`src/rtl/spireg_pkg.sv`:
```
`timescale 1ns/1ps
package spireg_pkg;
    typedef enum logic [1:0] {
        PH_IDLE = 2'd0,
        PH_CMD  = 2'd1,
        PH_WR   = 2'd2,
        PH_RD   = 2'd3
    } phase_e;
endpackage

```
`src/rtl/spireg_sync.sv`:
```
`timescale 1ns/1ps
module spireg_sync #(
    parameter int         W       = 1,
    parameter int         STAGES  = 2,
    parameter logic [W-1:0] RST_VAL = '0
) (
    input  logic         clk,
    input  logic         rst_n,
    input  logic [W-1:0] d_i,
    output logic [W-1:0] q_o
);
    logic [W-1:0] stg_q [STAGES];

    for (genvar g = 0; g < STAGES; g++) begin : g_stage
        logic [W-1:0] stg_d;
        if (g == 0) begin : g_first
            assign stg_d = d_i;
        end else begin : g_next
            assign stg_d = stg_q[g-1];
        end
        always_ff @(posedge clk or negedge rst_n) begin
            if (!rst_n) stg_q[g] <= RST_VAL;
            else        stg_q[g] <= stg_d;
        end
    end

    assign q_o = stg_q[STAGES-1];
endmodule

```
`src/rtl/spireg_ctrl.sv`:
```
`timescale 1ns/1ps
module spireg_ctrl
    import spireg_pkg::*;
#(
    parameter int AW = 7,
    parameter int DW = 8
) (
    input  logic          clk,
    input  logic          rst_n,
    input  logic          sclk_s,
    input  logic          mosi_s,
    input  logic          csn_s,
    input  logic          blk_i,
    input  logic [DW-1:0] rdata_i,
    output logic          we_o,
    output logic          re_o,
    output logic [AW-1:0] addr_o,
    output logic [DW-1:0] wdata_o,
    output logic          miso_o,
    output logic          oe_o
);
    localparam int BCW = $clog2(DW);
    localparam logic [BCW-1:0] LAST_BIT = BCW'(DW - 1);

    typedef struct packed {
        phase_e        ph;
        logic          cpol;
        logic          sclk_p;
        logic          csn_p;
        logic [BCW-1:0] bitc;
        logic [DW-2:0] sh;
        logic [AW-1:0] addr;
        logic [DW-1:0] wdata;
        logic          we;
        logic          fetch;
        logic [DW-1:0] tx;
        logic          dout;
        logic          oe;
    } st_t;

    st_t st_d, st_q;

    logic          cs_fall;
    logic          lead_edge;
    logic          trail_edge;
    logic [DW-1:0] byte_in;

    always_comb begin
        st_d       = st_q;
        st_d.we    = 1'b0;
        st_d.fetch = 1'b0;
        st_d.sclk_p = sclk_s;
        st_d.csn_p  = csn_s;

        cs_fall    = st_q.csn_p && !csn_s;
        lead_edge  = (st_q.sclk_p == st_q.cpol) && (sclk_s != st_q.cpol);
        trail_edge = (st_q.sclk_p != st_q.cpol) && (sclk_s == st_q.cpol);
        byte_in    = {st_q.sh, mosi_s};

        if (st_q.we)    st_d.addr = st_q.addr + 1'b1;
        if (st_q.fetch) st_d.tx   = rdata_i;

        if (csn_s || blk_i) begin
            st_d.ph   = PH_IDLE;
            st_d.bitc = '0;
            st_d.oe   = 1'b0;
            st_d.dout = 1'b0;
        end else if (cs_fall) begin
            st_d.ph   = PH_CMD;
            st_d.cpol = sclk_s;
            st_d.bitc = '0;
        end else if (st_q.ph != PH_IDLE) begin
            if (lead_edge && st_q.ph == PH_RD) begin
                st_d.dout = st_q.tx[DW-1];
                st_d.tx   = {st_q.tx[DW-2:0], 1'b0};
                st_d.oe   = 1'b1;
            end
            if (trail_edge) begin
                st_d.sh   = byte_in[DW-2:0];
                st_d.bitc = (st_q.bitc == LAST_BIT) ? '0 : st_q.bitc + 1'b1;
                if (st_q.bitc == LAST_BIT) begin
                    case (st_q.ph)
                        PH_CMD: begin
                            st_d.addr = byte_in[AW-1:0];
                            if (byte_in[DW-1]) begin
                                st_d.ph = PH_WR;
                            end else begin
                                st_d.ph    = PH_RD;
                                st_d.fetch = 1'b1;
                            end
                        end
                        PH_WR: begin
                            st_d.we    = 1'b1;
                            st_d.wdata = byte_in;
                        end
                        PH_RD: begin
                            st_d.addr  = st_q.addr + 1'b1;
                            st_d.fetch = 1'b1;
                        end
                        default: ;
                    endcase
                end
            end
        end
    end

    always_ff @(posedge clk or negedge rst_n) begin
        if (!rst_n) begin
            st_q        <= '0;
            st_q.ph     <= PH_IDLE;
            st_q.csn_p  <= 1'b1;
        end else begin
            st_q <= st_d;
        end
    end

    assign we_o    = st_q.we;
    assign re_o    = st_q.fetch;
    assign addr_o  = st_q.addr;
    assign wdata_o = st_q.wdata;
    assign oe_o    = st_q.oe;
    assign miso_o  = st_q.oe ? st_q.dout : 1'b0;

    // enable only inside a read data phase
    p_oe_rd_only_r6: assert property (@(posedge clk) disable iff (!rst_n)
        st_q.oe |-> st_q.ph == PH_RD);
    // select high turns the enable off
    p_cs_idle_oe_r6: assert property (@(posedge clk) disable iff (!rst_n)
        csn_s |=> !st_q.oe);
    // block suppresses commits
    p_blk_no_we_r9: assert property (@(posedge clk) disable iff (!rst_n)
        blk_i |=> !st_q.we);
    // block suppresses the pad
    p_blk_no_oe_r9: assert property (@(posedge clk) disable iff (!rst_n)
        blk_i |=> !st_q.oe);
    // pointer steps after each committed byte
    p_wr_addr_step_r3: assert property (@(posedge clk) disable iff (!rst_n)
        st_q.we |=> st_q.addr == $past(st_q.addr) + 1'b1);
    // write and fetch never share a cycle
    p_no_we_re_r2: assert property (@(posedge clk) disable iff (!rst_n)
        !(st_q.we && st_q.fetch));
endmodule

```
`src/rtl/spireg_slave.sv`:
```
`timescale 1ns/1ps
module spireg_slave #(
    parameter int AW          = 7,
    parameter int DW          = 8,
    parameter int SYNC_STAGES = 2
) (
    input  logic          clk,
    input  logic          rst_n,
    input  logic          spi_sclk_i,
    input  logic          spi_mosi_i,
    input  logic          spi_csn_i,
    input  logic          bus_block_i,
    output logic          spi_miso_o,
    output logic          spi_miso_oe_o,
    output logic          reg_we_o,
    output logic          reg_re_o,
    output logic [AW-1:0] reg_addr_o,
    output logic [DW-1:0] reg_wdata_o,
    input  logic [DW-1:0] reg_rdata_i
);
    localparam int NSIG = 3;

    logic [NSIG-1:0] pins_s;

    spireg_sync #(
        .W      (NSIG),
        .STAGES (SYNC_STAGES),
        .RST_VAL(3'b001)
    ) u_sync (
        .clk  (clk),
        .rst_n(rst_n),
        .d_i  ({spi_sclk_i, spi_mosi_i, spi_csn_i}),
        .q_o  (pins_s)
    );

    spireg_ctrl #(
        .AW(AW),
        .DW(DW)
    ) u_ctrl (
        .clk    (clk),
        .rst_n  (rst_n),
        .sclk_s (pins_s[2]),
        .mosi_s (pins_s[1]),
        .csn_s  (pins_s[0]),
        .blk_i  (bus_block_i),
        .rdata_i(reg_rdata_i),
        .we_o   (reg_we_o),
        .re_o   (reg_re_o),
        .addr_o (reg_addr_o),
        .wdata_o(reg_wdata_o),
        .miso_o (spi_miso_o),
        .oe_o   (spi_miso_oe_o)
    );
endmodule

```
`config.mk`:
```
export PLATFORM = sky130hd
export DESIGN_NAME = spireg_slave
export DESIGN_NICKNAME = d
export VERILOG_FILES = /design/src/rtl/spireg_pkg.sv /design/src/rtl/spireg_sync.sv /design/src/rtl/spireg_ctrl.sv /design/src/rtl/spireg_slave.sv
export SDC_FILE = /design/constraint.sdc
export NUM_CORES = 1
export LEC_CHECK = 0
export CORE_UTILIZATION = 46
export DETAILED_ROUTE_END_ITERATION = 10
export MAX_ROUTING_LAYER = met4
export PLACE_DENSITY = 0.68
export SETUP_SLACK_MARGIN = 0.2
export SLEW_MARGIN = 25
export SYNTH_ARGS = -nofsm -noshare
export SYNTH_HDL_FRONTEND = slang
export SYNTH_SLANG_ARGS = --single-unit
```
`constraint.sdc`:
```
create_clock -name clk -period 2 [get_ports clk]
set_clock_uncertainty 0.2 [all_clocks]
set_input_delay 0.5 -clock clk [delete_from_list [all_inputs] [get_ports clk]]
set_output_delay 0.5 -clock clk [all_outputs]
set_load 0.03 [all_outputs]
```
==> reports/metrics.yaml <==
synth-edff-count: 0
grt_pass1_wl_um: 8240
path_cells: "nor3b_4 -> buf_6 -> buf_6 -> o211ai_4 -> buf_4 -> buf_4 -> nand3_1 -> o221a_4"
track_usage_pct: 21.3
drv_slew: 0
crit_fanout: 5
clk_latency_ns: 0.30
floorplan.die_area_um2: 5260
yosys_register_bits: 48
layout_common_cells: "dfrtp_1 (43), buf_4 (20), mux2_4 (15)"
grt_max_degree: 35
clkTransAtPathRegs_ns: 0.09
cp_slowest_cell: "dfrtp_1"
post_dp_cell_area_um2: 2790
relSlewSlack_pct: 75.8
core_area_um2: 4750
cpPeakStageDelay_ns: 0.41
dp.cells: 287
post-place-ws_ns: -0.496
antennaDiodeCount: 0
vias_per_cell: 5.27
ys_warn_count: 0
critPathLaunchType: "flip-flop"
synth_ff_type: "dfrtp_1"
ios: 33
final_cells: 316
r2r_start: "u_ctrl.st_q[38]$_DFF_PN0_"
timing.final.ws_setup_ns: 0.0664
hold_violations: 0
end_kind: "flip-flop"
syn_area_per_cell_um2: 11.9
drt_first_iter_violations: 75
final_common_cell: "dfrtp_1"
drive_gt1_share_pct: 47.8
outcome: "finished, final reports clean"
regToRegSetupSlack_ns: 0.07
min_period_ns: 1.93
portBuffers: 32
period_share_pct: 96.7
start_util_pct: 48.2
synth.distinct_cells: 46
fmax_mhz: 517
holdWs_ns: 0.159
clock_path_buffers: 2
tritoncts: "yes"
tightestPinTransition_ns: 0.363
worstSetupPathType: "flip-flop to flip-flop"
dieHeight_um: 72.6
overflow: 0
design_area_um2: 3340
wl_per_cell_um: 16.4
min-delay-start: "u_sync.g_stage[1].stg_d[2]$_DFF_PN0_"
die_w_um: 72.6
first_pass_iters: 4
setup_viol: 0
vdd.ir_drop.worst_mv: 0.501
nets: 265
crit_required_ns: 1.99
cellPowerDensity_nw_per_um2: 586
drv_cap: 0
rsz0062_at_grt: "yes"
syn_to_final_growth_pct: 45.9
hp-class: "flip-flop to flip-flop"
setup_tns_ns: 0
routed_wirelength_um: 5180
synth_area_um2: 2290
grt_pass1_vias: 1768
cts_root_buffer: "clkbuf_8"
yosysSeqAreaShare_pct: 52.6
startpoint: "u_ctrl.st_q[38]$_DFF_PN0_"
antenna_found_initial: 0
drc: 0
cp.arrival_ns: 1.93
clock-sinks: 48
synth.net_count: 210
htreeDepth: 2
async_flop_share_pct: 100
p_leak_nw: 1.45
dp_hpwl_um: 3240
ant_nets: 0
gp_congestion: 0.772
cts-buffers-inserted: 5
rows: 25
dr_total_vias: 1664
syn_inst: 193
[cell usage after synthesis (3+ instances only)]
master / n / area, um^2
mux2i_1: 13 / 130
nor2_1: 8 / 30.0
dfstp_2: 3 / 78.8
nand2_1: 14 / 52.6
inv_1: 5 / 18.8
a21oi_1: 3 / 15.0
dfrtp_1: 45 / 1130
o21ai_0: 9 / 45.0
nor3_1: 3 / 15.0
nand3b_1: 5 / 37.5
mux2_2: 16 / 180
nand4_1: 4 / 25.0
clkbuf_1: 3 / 11.3
nand3_1: 3 / 15.0
ha_1: 3 / 37.5
buf_4: 15 / 113
[stage by stage]
stage,utilization (%),total power (W)
4_1_cts,67.0,0.00197
2_1_floorplan,-,0.00105
3_5_place_dp,58.6,0.00112
3_3_place_gp,58.6,0.00111
6_report,70.3,0.00196
5_1_grt,70.3,0.00203
[per-layer routing]
layer / routed length, um / global-route usage [%] / vias up
met1: 2130 / 24.9 / 842
met4: 72 / 5.88 / 0
met2: 2840 / 37.8 / 33
li1: - / - / 782
met5: 0 / - / -
met3: 141 / 3.75 / 7
[layout make-up]
| cell class | instances | area [um^2] |
|---|---|---|
| clock buffer | 5 | 68.8 |
| clock inverter | 3 | 68.8 |
| fill | 347 | 1410 |
| inverter | 5 | 18.8 |
| multi-input combinational | 118 | 1190 |
| sequential | 48 | 1210 |
| tap | 67 | 83.8 |
| timing repair buffer | 70 | 704 |
[final timing paths]
check	depth (start not counted)	end
worst max-delay path	8	u_ctrl.addr_o[0]$_DFF_PN0_
worst max register to register	8	u_ctrl.addr_o[0]$_DFF_PN0_
worst min register to register	0	u_sync.q_o[2]$_DFF_PN0_
max in group asynchronous	3	u_ctrl.addr_o[2]$_DFF_PN0_
min in group asynchronous	2	u_ctrl.addr_o[4]$_DFF_PN0_
worst min-delay path	0	u_sync.q_o[2]$_DFF_PN0_
[cells by family (layout without fill, tap and decap cells)]
kind of cell | Yosys count | count (layout) | synth area share (%)
AND/OR/NAND/NOR | 51 | 51 | 12.8
multiplexers | 29 | 29 | 13.6
XOR/XNOR | 4 | 4 | 1.53
flip-flops | 48 | 48 | 52.6
adder cells (fa/ha/maj) | 3 | 3 | 1.64
buffers and inverters | 27 | 83 | 7.32
AO/OA/AOI/OAI | 31 | 31 | 10.5
[sequential cells by signal, summed over array words and instances (netlist names)]
signal	flops
u_sync.g_stage.stg_d	3
u_ctrl.we_o	1
u_ctrl.wdata_o	8
u_ctrl.addr_o	7
u_ctrl.re_o	1
u_ctrl.st_q	17
u_ctrl.byte_in	7
u_sync.q_o	3
u_ctrl.oe_o	1
[timing repair]
action	CTS	global route
cloned	2	0
hold endpoints to repair	11	0
pin swaps	15	18
gates resized for setup	63	50
setup endpoints to repair	50	48
setup buffers	14	4
hold buffers	1	0
[report_power, final]
| group | internal (W) | leakage [nW] | switching [W] | total (W) |
|---|---|---|---|---|
| registers | 0.000988 | 0.617 | 0.0000212 | 0.00101 |
| clock network | 0.000503 | 0.0687 | 0.000332 | 0.000835 |
| logic | 0.0000650 | 0.761 | 0.0000496 | 0.000115 |
| total | 0.00156 | 1.45 | 0.000403 | 0.00196 |
[worst max-delay path: cells and delay by family, from the launching register on]
kind                   cells  cell delay, ns
buffers and inverters      4            0.52
AOI/OAI and AO/OA          2            0.42
DFF                        1            0.41
and+or+nand+nor            2            0.28
No activity file was read; power rests on OpenSTA's default activity.
